## src/rtl/mdisp_pkg.sv

```systemverilog
package mdisp_pkg;
  typedef enum logic [1:0] {
    ST_CREATED = 2'd0,
    ST_IDLE    = 2'd1,
    ST_READY   = 2'd2,
    ST_RUN     = 2'd3
  } tstate_e;

  typedef enum logic [1:0] {
    POL_RM  = 2'd0,
    POL_DM  = 2'd1,
    POL_EDF = 2'd2,
    POL_FIX = 2'd3
  } policy_e;
endpackage

```

## src/rtl/mdisp_timebase.sv

```systemverilog
module mdisp_timebase #(
  parameter int TW    = 12,
  parameter int MW    = 20,
  parameter int NSLOT = 16,
  parameter int TIW   = 3,
  localparam int SIW  = $clog2(NSLOT),
  localparam int SCW  = $clog2(NSLOT + 1)
) (
  input  logic           clk,
  input  logic           rst,
  input  logic           tick,
  input  logic           cyc_we,
  input  logic [TW-1:0]  cyc_len,
  input  logic [SCW-1:0] cyc_slots,
  input  logic           slot_we,
  input  logic [SIW-1:0] slot_sel,
  input  logic [TW-1:0]  slot_time,
  input  logic [TIW-1:0] slot_task,
  output logic [TW-1:0]  now,
  output logic [TW-1:0]  len_q,
  output logic [MW-1:0]  mono,
  output logic           rel_valid,
  output logic [TIW-1:0] rel_task
);
  // schedule memory: synchronous write, asynchronous read (LUT RAM)
  logic [TW-1:0]  tbl_time [NSLOT];
  logic [TIW-1:0] tbl_task [NSLOT];
  logic [SCW-1:0] ptr;
  logic [SCW-1:0] slots_q;
  logic [SIW-1:0] ptr_ix;
  logic           last;

  always_ff @(posedge clk) begin
    if (slot_we) begin
      tbl_time[slot_sel] <= slot_time;
      tbl_task[slot_sel] <= slot_task;
    end
  end

  assign ptr_ix    = ptr[SIW-1:0];
  assign last      = (now == len_q - TW'(1));
  assign rel_valid = tick && !cyc_we && (ptr < slots_q) && (tbl_time[ptr_ix] == now);
  assign rel_task  = tbl_task[ptr_ix];

  always_ff @(posedge clk) begin
    if (rst) begin
      now     <= '0;
      len_q   <= '0;
      slots_q <= '0;
      ptr     <= '0;
      mono    <= '0;
    end else begin
      if (tick) mono <= mono + MW'(1);
      if (cyc_we) begin
        len_q   <= cyc_len;
        slots_q <= cyc_slots;
        now     <= '0;
        ptr     <= '0;
      end else if (tick) begin
        if (last) begin
          now <= '0;
          ptr <= '0;
        end else begin
          now <= now + TW'(1);
          if (rel_valid) ptr <= ptr + SCW'(1);
        end
      end
    end
  end
endmodule

```

## src/rtl/mdisp_irq.sv

```systemverilog
module mdisp_irq #(
  parameter int NIRQ = 4,
  localparam int IIW = $clog2(NIRQ)
) (
  input  logic            clk,
  input  logic            rst,
  input  logic [NIRQ-1:0] irq,
  input  logic            grant,
  output logic [NIRQ-1:0] pend,
  output logic            pend_any,
  output logic [IIW-1:0]  pend_idx
);
  logic [NIRQ-1:0] clr;

  always_comb begin
    pend_idx = '0;
    for (int j = NIRQ - 1; j >= 0; j--) begin
      if (pend[j]) pend_idx = IIW'(j);
    end
  end

  assign pend_any = |pend;
  assign clr      = grant ? (NIRQ'(1) << pend_idx) : '0;

  always_ff @(posedge clk) begin
    if (rst) pend <= '0;
    else     pend <= (pend & ~clr) | irq;
  end
endmodule

```

## src/rtl/mdisp_pick.sv

```systemverilog
module mdisp_pick #(
  parameter int NTASK = 8,
  parameter int KW    = 20,
  localparam int TIW  = $clog2(NTASK)
) (
  input  logic [NTASK-1:0] cand,
  input  logic [KW-1:0]    key [NTASK],
  output logic             found,
  output logic [TIW-1:0]   win
);
  logic [KW-1:0] best;

  // ascending scan with strict compare keeps the lowest index on ties
  always_comb begin
    found = 1'b0;
    win   = '0;
    best  = '0;
    for (int i = 0; i < NTASK; i++) begin
      if (cand[i] && (!found || key[i] < best)) begin
        found = 1'b1;
        win   = TIW'(i);
        best  = key[i];
      end
    end
  end
endmodule

```

## src/rtl/mixed_dispatch.sv

```systemverilog
module mixed_dispatch #(
  parameter int NTASK = 8,
  parameter int NIRQ  = 4,
  parameter int NSLOT = 16,
  parameter int TW    = 12,
  parameter int MW    = 20,
  parameter int PW    = 16,
  parameter int PRW   = 4,
  localparam int TIW  = $clog2(NTASK),
  localparam int IIW  = $clog2(NIRQ),
  localparam int SIW  = $clog2(NSLOT),
  localparam int SCW  = $clog2(NSLOT + 1),
  localparam int RIW  = (TIW > IIW) ? TIW : IIW
) (
  input  logic             clk,
  input  logic             rst,
  input  logic [1:0]       policy,
  input  logic             tick,
  input  logic [NTASK-1:0] evt,
  input  logic [NIRQ-1:0]  irq,
  input  logic             done,
  input  logic             task_we,
  input  logic [TIW-1:0]   task_sel,
  input  logic             task_tt,
  input  logic [PW-1:0]    task_period,
  input  logic [PW-1:0]    task_rdl,
  input  logic [PRW-1:0]   task_prio,
  input  logic             task_wait_en,
  input  logic [IIW-1:0]   task_wait_irq,
  input  logic             slot_we,
  input  logic [SIW-1:0]   slot_sel,
  input  logic [TW-1:0]    slot_time,
  input  logic [TIW-1:0]   slot_task,
  input  logic             cyc_we,
  input  logic [TW-1:0]    cyc_len,
  input  logic [SCW-1:0]   cyc_slots,
  output logic             run_valid,
  output logic             run_isr,
  output logic [RIW-1:0]   run_idx
);
  import mdisp_pkg::*;

  // per-task table
  tstate_e        st     [NTASK];
  logic           is_tt  [NTASK];
  logic [PW-1:0]  period [NTASK];
  logic [PW-1:0]  rdl    [NTASK];
  logic [PRW-1:0] prio   [NTASK];
  logic           wen    [NTASK];
  logic [IIW-1:0] wirq   [NTASK];
  logic [MW-1:0]  absdl  [NTASK];

  logic [TW-1:0]   now;
  logic [TW-1:0]   cyc_len_q;
  logic [MW-1:0]   mono;
  logic            rel_valid;
  logic [TIW-1:0]  rel_task;
  logic [NIRQ-1:0] irq_pend;
  logic            pend_any;
  logic [IIW-1:0]  pend_idx;

  logic            isr_act, isr_hold, isr_end, grant_isr, do_pick;
  logic [NTASK-1:0] cand, is_run, wake;
  logic [MW-1:0]   key [NTASK];
  logic            pick_found;
  logic [TIW-1:0]  pick_win;
  policy_e         pol;

  mdisp_timebase #(.TW(TW), .MW(MW), .NSLOT(NSLOT), .TIW(TIW)) u_time (
    .clk(clk), .rst(rst), .tick(tick),
    .cyc_we(cyc_we), .cyc_len(cyc_len), .cyc_slots(cyc_slots),
    .slot_we(slot_we), .slot_sel(slot_sel), .slot_time(slot_time), .slot_task(slot_task),
    .now(now), .len_q(cyc_len_q), .mono(mono),
    .rel_valid(rel_valid), .rel_task(rel_task)
  );

  assign isr_act   = run_valid && run_isr;
  assign isr_hold  = isr_act && !done;
  assign isr_end   = isr_act && done;
  assign grant_isr = pend_any && !isr_hold;
  assign do_pick   = !grant_isr && !isr_hold;
  assign pol       = policy_e'(policy);

  mdisp_irq #(.NIRQ(NIRQ)) u_irq (
    .clk(clk), .rst(rst), .irq(irq), .grant(grant_isr),
    .pend(irq_pend), .pend_any(pend_any), .pend_idx(pend_idx)
  );

  for (genvar g = 0; g < NTASK; g++) begin : g_task
    assign is_run[g] = (st[g] == ST_RUN);
    assign cand[g]   = (st[g] == ST_READY) || ((st[g] == ST_RUN) && !done);
    // release condition for a task found in Idle
    assign wake[g]   = is_tt[g]
                     ? (rel_valid && rel_task == TIW'(g))
                     : (evt[g] || (isr_end && wen[g] && wirq[g] == run_idx[IIW-1:0]));
    always_comb begin
      unique case (pol)
        POL_RM:  key[g] = MW'(period[g]);
        POL_DM:  key[g] = MW'(rdl[g]);
        POL_EDF: key[g] = absdl[g];
        default: key[g] = MW'(prio[g]);
      endcase
    end
  end

  mdisp_pick #(.NTASK(NTASK), .KW(MW)) u_pick (
    .cand(cand), .key(key), .found(pick_found), .win(pick_win)
  );

  // task state machine and table
  always_ff @(posedge clk) begin
    if (rst) begin
      for (int i = 0; i < NTASK; i++) begin
        st[i]     <= ST_CREATED;
        is_tt[i]  <= 1'b0;
        period[i] <= '0;
        rdl[i]    <= '0;
        prio[i]   <= '0;
        wen[i]    <= 1'b0;
        wirq[i]   <= '0;
        absdl[i]  <= '0;
      end
    end else begin
      for (int i = 0; i < NTASK; i++) begin
        unique case (st[i])
          ST_RUN: begin
            if (grant_isr) st[i] <= ST_READY;
            else if (done) st[i] <= ST_IDLE;
            else if (do_pick && pick_found && pick_win != TIW'(i)) st[i] <= ST_READY;
          end
          ST_READY: begin
            if (do_pick && pick_found && pick_win == TIW'(i)) st[i] <= ST_RUN;
          end
          ST_IDLE: begin
            if (wake[i]) begin
              st[i]    <= ST_READY;
              absdl[i] <= mono + MW'(rdl[i]);
            end
          end
          default: ;
        endcase
        if (task_we && task_sel == TIW'(i)) begin
          st[i]     <= task_tt ? ST_IDLE : ST_READY;
          is_tt[i]  <= task_tt;
          period[i] <= task_period;
          rdl[i]    <= task_rdl;
          prio[i]   <= task_prio;
          wen[i]    <= task_wait_en;
          wirq[i]   <= task_wait_irq;
          absdl[i]  <= mono + MW'(task_rdl);
        end
      end
    end
  end

  // registered occupant
  always_ff @(posedge clk) begin
    if (rst) begin
      run_valid <= 1'b0;
      run_isr   <= 1'b0;
      run_idx   <= '0;
    end else if (grant_isr) begin
      run_valid <= 1'b1;
      run_isr   <= 1'b1;
      run_idx   <= RIW'(pend_idx);
    end else if (!isr_hold) begin
      run_valid <= pick_found;
      run_isr   <= 1'b0;
      run_idx   <= pick_found ? RIW'(pick_win) : '0;
    end
  end
endmodule

```

## config.mk

```make
export PLATFORM = sky130hd
export DESIGN_NAME = mixed_dispatch
export DESIGN_NICKNAME = d
export VERILOG_FILES = /design/src/rtl/mdisp_pkg.sv /design/src/rtl/mdisp_timebase.sv /design/src/rtl/mdisp_irq.sv /design/src/rtl/mdisp_pick.sv /design/src/rtl/mixed_dispatch.sv
export SDC_FILE = /design/constraint.sdc
export NUM_CORES = 2
export LEC_CHECK = 0
export BUFFER_PORTS_ARGS = -buffer_cell sky130_fd_sc_hd__buf_2
export CAP_MARGIN = 10
export CORE_MARGIN = 1
export CORE_UTILIZATION = 47
export DETAILED_ROUTE_END_ITERATION = 6
export HOLD_SLACK_MARGIN = 0.06
export PLACE_DENSITY = 0.61
export SKIP_CTS_REPAIR_TIMING = 1
export SLEW_MARGIN = 15
export SYNTH_ARGS = -nofsm -noshare
export SYNTH_HDL_FRONTEND = slang
export SYNTH_SLANG_ARGS = --single-unit
```

## constraint.sdc

```tcl
create_clock -name clk -period 23.2 [get_ports clk]
set_input_delay 4.64 -clock clk [delete_from_list [all_inputs] [get_ports clk]]
set_output_delay 4.64 -clock clk [all_outputs]
set_load 0.1 [all_outputs]
```

After elaboration in Yosys (flattened, before gate mapping)
Memory sizes are Yosys's and may differ from the RTL's. A register that Yosys moved wholly into a read port is not among the register bits.
Cells that the tools add are included.
{ "totals": {"ff_bits": 63, "ramBits": 736, "elab_cells": 699, "mem_count": 10} }
{ "classes": {"add_sub_neg": 13, "order_cmp": 8, "n_eq_ne": 65, "n_shift": 1, "mux": 361, "bitwise": 115, "n_reduce_logical": 116} }
{ "mem_list": {"columns": ["memory", "depth", "width", "rd", "rd_ports_with_merged_regs", "write_ports", "line", "source"], "rows": [
  ["u_time.tbl_time", 16, 12, 1, 1, 1, "mdisp_timebase.sv:26", "logic [TW-1:0] tbl_time [NSLOT];"],
  ["absdl", 8, 20, 8, 0, 8, "mixed_dispatch.sv:51", "logic [MW-1:0] absdl [NTASK];"],
  ["period", 8, 16, 8, 0, 8, "mixed_dispatch.sv:46", "logic [PW-1:0] period [NTASK];"],
  ["rdl", 8, 16, 8, 0, 8, "mixed_dispatch.sv:47", "logic [PW-1:0] rdl [NTASK];"],
  ["u_time.tbl_task", 16, 3, 1, 1, 1, "mdisp_timebase.sv:27", "logic [TIW-1:0] tbl_task [NSLOT];"],
  ["prio", 8, 4, 8, 0, 8, "mixed_dispatch.sv:48", "logic [PRW-1:0] prio [NTASK];"],
  ["4 more memories", null, null, null, null, null, null, null]
]} }
{ "ops": {"columns": ["operator", "count"], "rows": [
  ["20-bit one-hot mux with 3 select lines", 8],
  ["20-bit 2-to-1 mux", 23],
  ["16-bit 2-to-1 mux", 16],
  ["1-bit 2-to-1 mux", 228],
  ["20-bit by 16-bit adder with 20-bit output", 9],
  ["20-bit less-than comparator", 7],
  ["2-bit 2-to-1 mux", 65],
  ["1-bit bitwise OR", 112],
  ["1-bit logical AND", 72],
  ["4-bit 2-to-1 mux", 13],
  ["3-bit equality test (second input constant)", 12],
  ["2-bit equality test (second input constant)", 17],
  ["12-bit equality test", 2],
  ["1-bit logical OR", 23],
  ["20-bit by 1-bit adder with 20-bit output (second input constant)", 1],
  ["2-bit by 1-bit equality test with 1-bit output (second input constant)", 9],
  ["3-bit by 2-bit equality test with 1-bit output (second input constant)", 6],
  ["2-bit equality test", 8],
  ["3-bit 2-to-1 mux", 5],
  ["12-bit by 1-bit adder with 12-bit output (second input constant)", 1],
  ["12-bit 2-to-1 mux", 1],
  ["3-bit inequality test (second input constant)", 4],
  ["12-bit by 1-bit subtractor with 12-bit output (second input constant)", 1],
  ["1-bit zero test", 11],
  ["other kinds (18)", 25]
]} }

Depth between registers and ports, before layout
An unclocked memory read counts as a cell.
{ "logic_depth": {"ltp_word": 45, "depth_mapped": 83, "ltp_nobuf": 74} }

Hierarchy
A second synthesis with hierarchy kept.
{ "hier_totals": {"cells_unflattened": 4282, "hier_area_um2": 47246.6} }
{ "by_module_without_submodules": {"columns": ["mod", "n_inst", "cells_per_inst", "area_each_um2"], "rows": [
  ["mixed_dispatch", 1, 2801, 29474.5],
  ["mdisp_timebase", 1, 738, 12284.3],
  ["mdisp_pick", 1, 720, 5321.4],
  ["mdisp_irq", 1, 23, 166.4]
]} }

Worst setup path after synthesis
Ideal clock, no wire load.
{ "synth_timing": {"kind": "input-to-reg", "start": "in policy[1]", "end": "mem st[0][2] (netlist name) (enable)", "setup_time_ns": 0.315, "arrival_ns": 20.755, "required_time_ns": 22.885, "setup_slack_ns": 2.130, "cell_stages": 77, "path_buffers": 10, "cell_sequence": "buf_2 -> buf_2 -> buf_1 -> mux4_2 -> ha_1 -> a211oi_1 -> nand4b_1 -> a41oi_1 -> inv_1 -> nor2_1 -> clkbuf_1 -> nor2_1 -> a21oi_1 -> ha_1 -> nor4_1 -> nor2_1 -> a21oi_1 -> a21oi_1 -> (+41 left out) -> o211a_1 -> o2bb2ai_1 -> and2_1 -> nand2b_1 -> buf_2 -> buf_1 -> nand2_1 -> o21a_1 -> ha_1 -> nand4_1 -> nor2_1 -> nand2_1 -> o41ai_1 -> nand2b_1 -> a2111oi_4 -> and4b_1 -> o22ai_1 -> o21bai_1"} }
{ "synth_lines": {"columns": ["element", "line", "source"], "rows": [
  ["start: declaration", "mixed_dispatch.sv:17", "input logic [1:0] policy,"],
  ["end: declaration", "mixed_dispatch.sv:44", "tstate_e st [NTASK];"]
]} }

==> out/metrics.csv <==
stage,metric,value,unit
placement,gp_congestion,1.01,
grt,grt_max_degree,109,
clocking,clkSinkCount,803,
clocking,cts-htree-levels,3,
die,die_area,0.0989,sq mm
drt,dr.pass1.iters,7,
yosys,synth_seq_cells,803,
yosys,synth_warnings,0,
placement,port_buffers,104,
clocking,cts.clk_slew.worst_paths,0.06,ns
worst_setup_path,crit_top_cell,ha_1,
yosys,seq_area_frac_synth,0.511,
yosys,avgSynthCellArea,11.1,sq um
layout,stdcell_count,5622,
sta,period_share,0.936,
worst_setup_path,endpoint_kind,flip-flop,
yosys,async_flop_share,0,
sta,finalMaxSlewViolations,0,
hold_path,min_path_type,reg -> reg,
grt,overflow,0,
sta,fin_setup_tns,0,ns
worst_setup_path,rr_worst_depth,73,
yosys,syn-num-nets,4542,
worst_setup_path,slowest_delay,0.47,ns
drt,wire_per_inst,30.5,um
layout,fin_nets,4655,
clocking,clk_latency,0.72,ns
die,die_w,314,um
yosys,netlist_area,0.0459,sq mm
drt,wl,171000,um
drt,vias_per_cell,6.29,
sta,setup_viol,0,
power_and_ir_drop,p_per_area,75.0,mW/mm^2
run_status,outcome,completed,
sta,period_minus_slack,21.73,ns
power_and_ir_drop,ir_worst_vdd,62.7,uV
yosys,synth_cell_types,80,
worst_setup_path,cp.required,23.63,ns
grt,grt_pass1_wl,240000,um
worst_setup_path,cp.arrival,22.16,ns
layout,areaGrowthSynthToFinish,12.3,%
worst_setup_path,path_class,in -> reg,
yosys,synthCells,4148,
drt,drc,0,
layout,layout-drive-gt1-share,0.136,
grt,grt_pass1_vias,32700,
die,coreArea,0.0967,sq mm
flow_run,maxCapViolCount,0,
placement,hpwl,124000,um
clocking,numCtsBuffers,89,
grt,antenna_found_initial,28,
drt,drt_iter0_drc,4825,
die,num_io_pins,105,
worst_setup_path,slowest_stage,a21boi_2,
die,start_util,0.475,
clocking,cts_tree,built,
die,die_y,314,um
yosys,synth_flop_cell,edfxtp_1,
worst_setup_path,crit_fanout,24,
hold_path,hold_depth,2,
clocking,root_buffer,clkbuf_16,
drt,ant_nets,0,
die,fp-row-count,114,
sta,tightest_slew,1.28,ns
power_and_ir_drop,leakagePower,19.7,nW
placement,dpl.cell_count,5442,
sta,skew,0.0470,ns
sta,max_freq,46.0,MHz
sta,rsz0062_at_grt,no,
yosys,synth_edf_count,736,
worst_setup_path,cp-start-kind,primary input,
clocking,cts_max_path_buffers,3,
drt,num_vias,35400,
grt,global_route.usage.total,0.344,
sta,timing_hold_violations_final,0,
sta,max_slew_margin,0.137,
-- registers in the layout, summed over array words and instances (netlist names), named ones only --
name / flops
u_time.ptr: 5
wirq: 16
absdl: 160
st: 16
is_tt: 8
u_time.slots_q: 5
u_time.tbl_time: 192
period: 128
u_irq.pend: 4
wen: 8
rdl: 128
prio: 32
u_time.now: 12
run_idx: 3
run_valid: 1
run_isr: 1
u_time.tbl_task: 48
u_time.len_q: 12
u_time.mono: 20
-- kinds of logic (layout without fill, tap and decap cells) --
kind of cell               Yosys count  in the layout  synth area share
buffers and inverters              368            552            0.0314
AOI/OAI and AO/OA                  805            806             0.110
and+or+nand+nor                   1392           1392             0.136
xor gates and xnor gates           203            203            0.0387
DFF                                803            803             0.511
other                                0             13                 0
adders and majority gates          294            294            0.0816
muxes                              283            283            0.0920
-- path summary, 6_finish.rpt --
kind | to | slack (ns) | startpoint
max reg2reg | st[0][3]$_SDFFCE_PN0P_ | 5.14 | st[0][0]$_SDFFCE_PN0P_
max | st[0][3]$_SDFFCE_PN0P_ | 1.47 | done
min | u_time.slots_q[3]$_SDFFE_PP0P_ | 0.50 | u_time.slots_q[3]$_SDFFE_PP0P_
min reg2reg | u_time.slots_q[3]$_SDFFE_PP0P_ | 0.50 | u_time.slots_q[3]$_SDFFE_PP0P_
-- worst max-delay path: cells and delay by family --
kind / cells / cell delay [ns]
AOI/OAI and AO/OA: 32 / 7.68
adders and majority gates: 7 / 2.22
buffers and inverters: 7 / 1.62
muxes: 3 / 1.05
and+or+nand+nor: 25 / 4.85
-- metal layers --
| layer | up-vias | GRT usage | share of wire |
|---|---|---|---|
| met2 | 2011 | 0.491 | 0.42 |
| met3 | 330 | 0.109 | 0.13 |
| met5 | - | 0 | 0.0011 |
| met1 | 17400 | 0.489 | 0.42 |
| li1 | 15500 | - | - |
| met4 | 26 | 0.124 | 0.038 |
-- area by class of cell --
cell class | count | area (sq um)
Antenna cell | 13 | 32.5
Multi-Input combinational cell | 2978 | 21300
Tap cell | 1276 | 1600
Inverter | 176 | 661
Fill cell | 8476 | 45100
Sequential cell | 803 | 23400
Timing Repair Buffer | 213 | 1430
Clock buffer | 113 | 2420
Clock inverter | 50 | 668
-- where the power goes --
part,internal [mW],switching [mW],total (mW),leakage (nW)
sequential,1.66,0.0405,1.70,7.65
combinational,0.226,0.434,0.660,10.6
clock,0.869,0.634,1.50,1.49
total,2.76,1.11,3.87,19.7
-- layout by cell type (no fill, tap or decap), types with 91 or more instances in the layout --
master | synthesis | layout
edfxtp_1 | 736 | 736
nor2_1 | 545 | 529
nand2_1 | 391 | 389
ha_1 | 285 | 285
o21ai_0 | 219 | 219
a21oi_1 | 200 | 199
inv_1 | 174 | 172
mux2i_1 | 137 | 137
xnor2_1 | 128 | 121
mux4_2 | 107 | 107
buf_4 | 2 | 103
buf_2 | 16 | 101
clkbuf_16 | 0 | 91
-- cells in the mapped netlist, types with 18 or more instances --
library cell    n  area, sq um
xnor2_1       128         1120
inv_1         174          653
a21oi_1       200         1000
a21o_1         46          345
nor3_1         82          410
nand2b_1       84          526
xor2_1         75          657
a21boi_0       18          135
buf_1          29          109
ha_1          285         3570
and3_1         22          138
o22ai_1        68          425
clkbuf_1      141          529
o21ai_0       219         1100
nor2_1        545         2050
a211oi_1       26          195
nand3_1        82          410
dfxtp_1        67         1340
a41oi_1        22          193
mux2_2         39          439
mux2i_1       137         1370
mux4_2        107         2410
and2_1         32          200
o31ai_1        20          150
or3_1          36          225
edfxtp_1      736        22100
o21a_1         44          330
nand4_1        33          206
a31oi_1        28          175
nand2_1       391         1470
nor2b_1        20          125
-- metrics by stage --
step | total power, mW | setup WS [ns] | util | area, sq um | hold slack (ns)
after detailed placement | 2.36 | 0.00268 | 0.500 | 48300 | 0.487
after CTS | 3.84 | 0.597 | 0.532 | 51400 | 0.504
after floorplan | 2.11 | 2.13 | - | 45900 | 0.460
after global routing | 3.97 | 0.0935 | 0.533 | 51500 | 0.536
final | 3.87 | 1.47 | 0.533 | 51600 | 0.499
after global placement | 2.36 | 0.292 | 0.500 | 48300 | 0.476
No activity file was read; power rests on OpenSTA's default activity.
